### config.mk
export PLATFORM = sky130hd
export DESIGN_NAME = mcyc_bus_ctrl
export DESIGN_NICKNAME = d
export VERILOG_FILES = /design/src/rtl/mcyc_pkg.sv /design/src/rtl/mcyc_ctrl.sv /design/src/rtl/mcyc_dp.sv /design/src/rtl/mcyc_bus_ctrl.sv
export SDC_FILE = /design/constraint.sdc
export NUM_CORES = 1
export LEC_CHECK = 0
export ABC_CLOCK_PERIOD_IN_PS = 1500
export BUFFER_PORTS_ARGS = -buffer_cell sky130_fd_sc_hd__buf_2
export CELL_PAD_IN_SITES_DETAIL_PLACEMENT = 1
export CELL_PAD_IN_SITES_GLOBAL_PLACEMENT = 1
export CORE_ASPECT_RATIO = 0.75
export CORE_MARGIN = 8
export CORE_UTILIZATION = 26
export CTS_BUF_LIST = sky130_fd_sc_hd__clkbuf_4
export CTS_CLUSTER_DIAMETER = 60
export DETAILED_ROUTE_END_ITERATION = 16
export GPL_TIMING_DRIVEN = 0
export MAX_ROUTING_LAYER = met4
export PLACE_DENSITY_LB_ADDON = 0.12
export SYNTH_ARGS = -nofsm -noshare
export SYNTH_HDL_FRONTEND = slang
export SYNTH_SLANG_ARGS = --single-unit
### constraint.sdc
create_clock -name clk -period 1.5 [get_ports clk]
set_input_delay 0.3 -clock clk [delete_from_list [all_inputs] [get_ports clk]]
set_output_delay 0.3 -clock clk [all_outputs]
set_load 0.01 [all_outputs]
### src/rtl/mcyc_pkg.sv
package mcyc_pkg;
  typedef enum logic [1:0] {
    KIND_FETCH16 = 2'b00,
    KIND_FETCH20 = 2'b01,
    KIND_READ    = 2'b10,
    KIND_WRITE   = 2'b11
  } cycKind_e;

  typedef struct packed {
    logic loadOperand;
    logic mergeNibble;
    logic selOperand;
  } dpStrobe_t;
endpackage

### src/rtl/mcyc_ctrl.sv
module mcyc_ctrl
  import mcyc_pkg::*;
(
  input  logic       clk,
  input  logic       rstN,
  input  logic [2:0] stepOh,
  input  cycKind_e   kind,
  input  logic       waitLine,
  output dpStrobe_t  strobes,
  output logic       busRd,
  output logic       busWr,
  output logic       pcInc,
  output logic       irClear,
  output logic       repeatCycle
);
  logic stallSeen;
  logic isFetch;
  logic isRead;
  logic inWindow;
  logic waitedNow;

  always_comb begin
    isFetch   = (kind == KIND_FETCH16) || (kind == KIND_FETCH20);
    isRead    = (kind != KIND_WRITE);
    inWindow  = isRead ? (stepOh[1] | stepOh[2]) : stepOh[1];
    waitedNow = stallSeen | (inWindow & waitLine);

    busRd       = isRead & (stepOh[1] | stepOh[2]) & ~waitedNow;
    busWr       = ~isRead & stepOh[1] & ~waitedNow;
    pcInc       = stepOh[2] & isFetch & ~waitedNow;
    irClear     = stepOh[2] & ~isFetch & ~waitedNow;
    repeatCycle = stepOh[2] & waitedNow;

    strobes.loadOperand = stepOh[2] & isFetch & ~waitedNow;
    strobes.mergeNibble = (kind == KIND_FETCH20);
    strobes.selOperand  = ~isFetch;
  end

  always_ff @(posedge clk) begin
    if (!rstN)                      stallSeen <= 1'b0;
    else if (stepOh[0])             stallSeen <= 1'b0;
    else if (stepOh[1] | stepOh[2]) stallSeen <= waitedNow;
  end

  assert_rd_window_R3: assert property (@(posedge clk) disable iff (!rstN)
    busRd |-> !stepOh[0] && !busWr);

  assert_rd_blocked_R6: assert property (@(posedge clk) disable iff (!rstN)
    (stepOh[2] && isRead && $past(stepOh[1] && isRead && waitLine)) |-> !busRd && repeatCycle);

  assert_repeat_quiet_R6: assert property (@(posedge clk) disable iff (!rstN)
    repeatCycle |-> !pcInc && !irClear && !strobes.loadOperand);

  assert_wr_open_only_R7: assert property (@(posedge clk) disable iff (!rstN)
    busWr |-> stepOh[1] && !waitLine);

  assert_clear_no_inc_R8: assert property (@(posedge clk) disable iff (!rstN)
    irClear |-> !pcInc);
endmodule

### src/rtl/mcyc_dp.sv
module mcyc_dp
  import mcyc_pkg::*;
#(
  parameter int ADDR_W = 20,
  parameter int DATA_W = 16
) (
  input  logic              clk,
  input  logic              rstN,
  input  dpStrobe_t         strobes,
  input  logic [ADDR_W-1:0] pcAddr,
  input  logic [ADDR_W-DATA_W-1:0] opNibble,
  input  logic [DATA_W-1:0] rdData,
  output logic [ADDR_W-1:0] busAddr,
  output logic [ADDR_W-1:0] operand
);
  localparam int NIB_W = ADDR_W - DATA_W;

  logic [ADDR_W-1:0] loadValue;

  always_comb begin
    loadValue = strobes.mergeNibble ? {opNibble, rdData} : {{NIB_W{1'b0}}, rdData};
    busAddr   = strobes.selOperand ? operand : pcAddr;
  end

  always_ff @(posedge clk) begin
    if (!rstN)                    operand <= '0;
    else if (strobes.loadOperand) operand <= loadValue;
  end

  assert_operand_hold_R6: assert property (@(posedge clk) disable iff (!rstN)
    !$past(strobes.loadOperand) |-> $stable(operand));

  assert_nibble_merge_R4: assert property (@(posedge clk) disable iff (!rstN)
    $past(strobes.loadOperand && strobes.mergeNibble) |-> operand[ADDR_W-1:DATA_W] == $past(opNibble));

  assert_zero_extend_R5: assert property (@(posedge clk) disable iff (!rstN)
    $past(strobes.loadOperand && !strobes.mergeNibble) |-> operand[ADDR_W-1:DATA_W] == '0);
endmodule

### src/rtl/mcyc_bus_ctrl.sv
module mcyc_bus_ctrl
  import mcyc_pkg::*;
#(
  parameter int ADDR_W = 20,
  parameter int DATA_W = 16,
  localparam int NIB_W = ADDR_W - DATA_W
) (
  input  logic              clk,
  input  logic              rstN,
  input  logic [2:0]        stepOh,
  input  logic [1:0]        kind,
  input  logic [ADDR_W-1:0] pcAddr,
  input  logic [NIB_W-1:0]  opNibble,
  input  logic [DATA_W-1:0] rdData,
  input  logic              waitLine,
  output logic [ADDR_W-1:0] busAddr,
  output logic              busRd,
  output logic              busWr,
  output logic              pcInc,
  output logic              irClear,
  output logic              repeatCycle,
  output logic [ADDR_W-1:0] operand
);
  dpStrobe_t strobes;

  mcyc_ctrl u_ctrl (
    .clk         (clk),
    .rstN        (rstN),
    .stepOh      (stepOh),
    .kind        (cycKind_e'(kind)),
    .waitLine    (waitLine),
    .strobes     (strobes),
    .busRd       (busRd),
    .busWr       (busWr),
    .pcInc       (pcInc),
    .irClear     (irClear),
    .repeatCycle (repeatCycle)
  );

  mcyc_dp #(.ADDR_W(ADDR_W), .DATA_W(DATA_W)) u_dp (
    .clk      (clk),
    .rstN     (rstN),
    .strobes  (strobes),
    .pcAddr   (pcAddr),
    .opNibble (opNibble),
    .rdData   (rdData),
    .busAddr  (busAddr),
    .operand  (operand)
  );
endmodule

# Word-level counts from Yosys, hierarchy flattened
# Cells that the tools add are included.
# op_classes
eq_ne,2
mux,3
bitwise,16
reduce_logical,3
# ops
op,count
20-bit 2-to-1 mux,2
1-bit bitwise AND,10
1-bit NOT,4
2-bit by 1-bit equality test with 1-bit output (second input constant),1
2-bit logical NOT,1
2-bit inequality test (second input constant),1
1-bit bitwise OR,2
2-bit OR reduction,1
1-bit logical OR,1
1-bit 2-to-1 mux,1
# word_totals
input_bits,48
out_inout_bits,45
word_cells,26
regBits,21

# Longest topological paths before layout
# depth
word_depth,6
ltp_mapped,4
mapped_depth_nobuf,3

# By module
# A second synthesis with hierarchy kept.
# hier_totals
cells_unflattened,106
hier_area_um2,1147.4
# modules_own_cells
mod,area_per_inst_um2,seq_area_each_um2,instances,cells_each
mcyc_dp,1022.2,400.4,1,91
mcyc_ctrl,125.1,20.0,1,15

# Least setup slack after synthesis
# Ideal clock, no wire load.
# synth_path
path_type,flip-flop to output port
from,reg u_ctrl.stallSeen
to,out irClear
path_slack_ns,0.253
t_required_ns,1.200
stages_incl_launch_ff,4
arrival_time_ns,0.947
path_buffers,0
cell_sequence,dfxtp_1 a21o_1 a31oi_1 and3_1
# synth_between
elab_chain_cells,3
# synth_rtl
element,line,rtl
start: declaration,mcyc_ctrl.sv:16,logic stallSeen;
start signal: assignment,mcyc_ctrl.sv:42,else if (stepOh[1] | stepOh[2]) stallSeen <= waitedNow;
1-bit bitwise OR,mcyc_ctrl.sv:26,waitedNow = stallSeen | (inWindow & waitLine);
1-bit NOT,mcyc_ctrl.sv:31,irClear = stepOh[2] & ~isFetch & ~waitedNow;
1-bit bitwise AND,mcyc_ctrl.sv:31,
end: declaration,mcyc_bus_ctrl.sv:20,"output logic irClear,"
# Every way passes these cells.

# Worst setup path after layout
# Same ends and word-level chain as after synthesis.

==> results.toml <==
[cells_and_area]
mostFrequentLayoutCell = "buf_2"
fillers = 522
syn_to_final_growth_pct = 57.4
nets = 271
fin_util_pct = 42.0
final_cell_mix = "buf_2 (92), nand2_1 (21), mux2_2 (20), dfxtp_1 (20), o21ai_0 (19)"
diodes = 0
drive_above_1_share_pct = 57.7

[clock_network]
cts_tree = "built"
clk_path_buf_depth = 2
clk_pin_slew_ps = 120
cts_made_buffers = 3
clk_latency_ps = 310
clock_sinks = 21
root_buffer = "clkbuf_4"
htreeDepth = 1

[drt]
first_iter_violations = 38
drt-total-wl_mm = 4.63
drc_errors = 0
ant_nets = 0
dr.pass1.iters = 4
wl_per_cell_um = 16.7
vias = 1325
viasPerCell = 4.78

[synthesis]
syn-num-nets = 171
ys_seq_area_share_pct = 39.3
syn_area_um2 = 1070
synth_cells = 123
avgSynthCellArea_um2 = 8.69
synth_seq_cells = 21
synth_cell_type_count = 20
ys_warn_count = 0

[sta]
fin_hold_ws_ps = 140
worstMarginPinSlew_ps = 529
grt_setup_unrepaired = "yes"
slew_viol_final = 0
finalClockSkew_ps = 0.940
setup_viol = 13
fin_crit_sh_pct = 110
fin_crit_ps = 1650
max_freq_mhz = 607
worst_slack_ps = -147
hold_viol = 0
slew_headroom_pct = 64.7
fin_setup_tns_ps = -710

[min_path]
hold_start = "stepOh[0]"
min_to = "u_ctrl.stallSeen"
hp-class = "in2reg"
whs_path_depth = 2

[critical_path]
crit_arrival_ps = 1350
timing.rr.end = "u_dp.operand[19]"
cp_max_fo = 4
cp-end-kind = "output pin"
critPathRequiredTime_ps = 1200
critPathTopFamily = "compound AO/OA/AOI/OAI gates"
slowest_delay_ps = 360
path_cells = "a21o_1 -> a31oi_4 -> and3_1 -> buf_2"
r2r_slack_ps = 220
start_kind = "flip-flop"
cp_slowest_cell = "dfxtp_2"
crit_type = "reg2out"
reg2reg_from = "u_ctrl.stallSeen"
worst-path-buf-inv = 1
ff2ff_path_depth = 5

[place]
port_buffers = 92
globalplace.congestion = 0.726
dp_hpwl_mm = 3.74

[floorplan]
start_util_pct = 26.7
die_y_um = 71.5
die-area_um2 = 6440
core_area_um2 = 4000
std_cell_rows = 20
pin_count = 93
die_x_um = 90.0

[flow_run]
max_cap_viol_count = 0

[global_routing]
grt_pass1_wl_mm = 7.40
antenna_found_initial = 0
gr-total-overflow = 0
track_usage_pct = 14.6
grt_pass1_vias = 1497
grt_max_degree = 12

[pwr]
p_leak_nw = 0.854
power.density_nw_per_um2 = 713
vdd_drop_max_v = 0.000295

[outcome]
violations = "negative setup slack"
outcome = "finished with violations"
-- cells by family (layout without fill, tap and decap cells) --
kind of cell           Yosys count  in the layout  synth area share (%)
buffers and inverters           11            110                  5.03
muxes                           20             20                  21.1
DFF                             21             21                  39.3
AOI/OAI and AO/OA               23             23                  11.6
and+or+nand+nor                 48             48                  23.0
-- flip-flops by register name, indices dropped and copies added (netlist names) --
name              cells
u_dp.operand         20
u_ctrl.stallSeen      1
-- worst max path at each step --
stage,from,to,slack (ps),depth (start not counted)
after floorplan,u_ctrl.stallSeen,irClear,250,3
after global placement,kind[1],pcInc,-60,4
after detailed placement,kind[1],busAddr[5],-60,4
after CTS,u_ctrl.stallSeen,irClear,-150,4
after global routing,u_ctrl.stallSeen,busRd,-220,4
final,u_ctrl.stallSeen,irClear,-150,4
-- where the power goes --
part / internal [mW] / switching [mW]
combinational: 0.152 / 0.155
clock: 0.122 / 0.183
sequential: 0.575 / 0.0124
-- per-layer routing --
metal	GRT usage, %	vias to the layer above	wire (um)
met5	-	-	0
met4	4.41	0	97
met3	3.55	10	229
met2	24.5	55	2220
met1	16.9	624	2080
li1	-	636	-
-- cells in the mapped netlist, drive strengths merged --
cell | instances | share of area [%]
nand4 | 4 | 2.3
nand3 | 16 | 7.5
nor4b | 2 | 3.0
a21o | 1 | 0.70
nor3 | 2 | 0.94
and3 | 1 | 0.59
nor2b | 2 | 1.2
buf | 5 | 2.8
dfxtp | 21 | 39
a31oi | 1 | 0.59
o211a | 1 | 0.94
nand2 | 21 | 7.4
o21ai | 20 | 9.4
clkbuf | 5 | 1.9
inv | 1 | 0.35
mux2 | 20 | 21
-- timing repair --
| action | 4_1_cts | 5_1_grt |
|---|---|---|
| pin swaps | 2 | 0 |
| buffers inserted | 1 | 2 |
| resized for setup | 7 | 0 |
| setup endpoints to repair | 23 | 24 |
| hold buffers | 0 | 0 |
-- per-stage QoR --
stage	worst slack [ps]	area [um^2]	power, mW	cells
5_1_grt	-222	1680	1.27	277
3_5_place_dp	-62.0	1600	0.894	270
2_1_floorplan	253	1070	0.738	123
6_report	-147	1680	1.20	277
3_3_place_gp	-59.4	1600	0.883	270
4_1_cts	-155	1670	1.22	275
-- layout make-up --
cell class                      count  area (um^2)  area share (%)
Timing Repair Buffer               95          489            29.1
Inverter                            1         3.75           0.223
Multi-Input combinational cell     91          609            36.2
Sequential cell                    21          422            25.1
Buffer                             10         58.8            3.50
Tap cell                           55         68.8            4.09
Clock buffer                        4         30.0            1.79
Power figures use the tool's default switching activity.
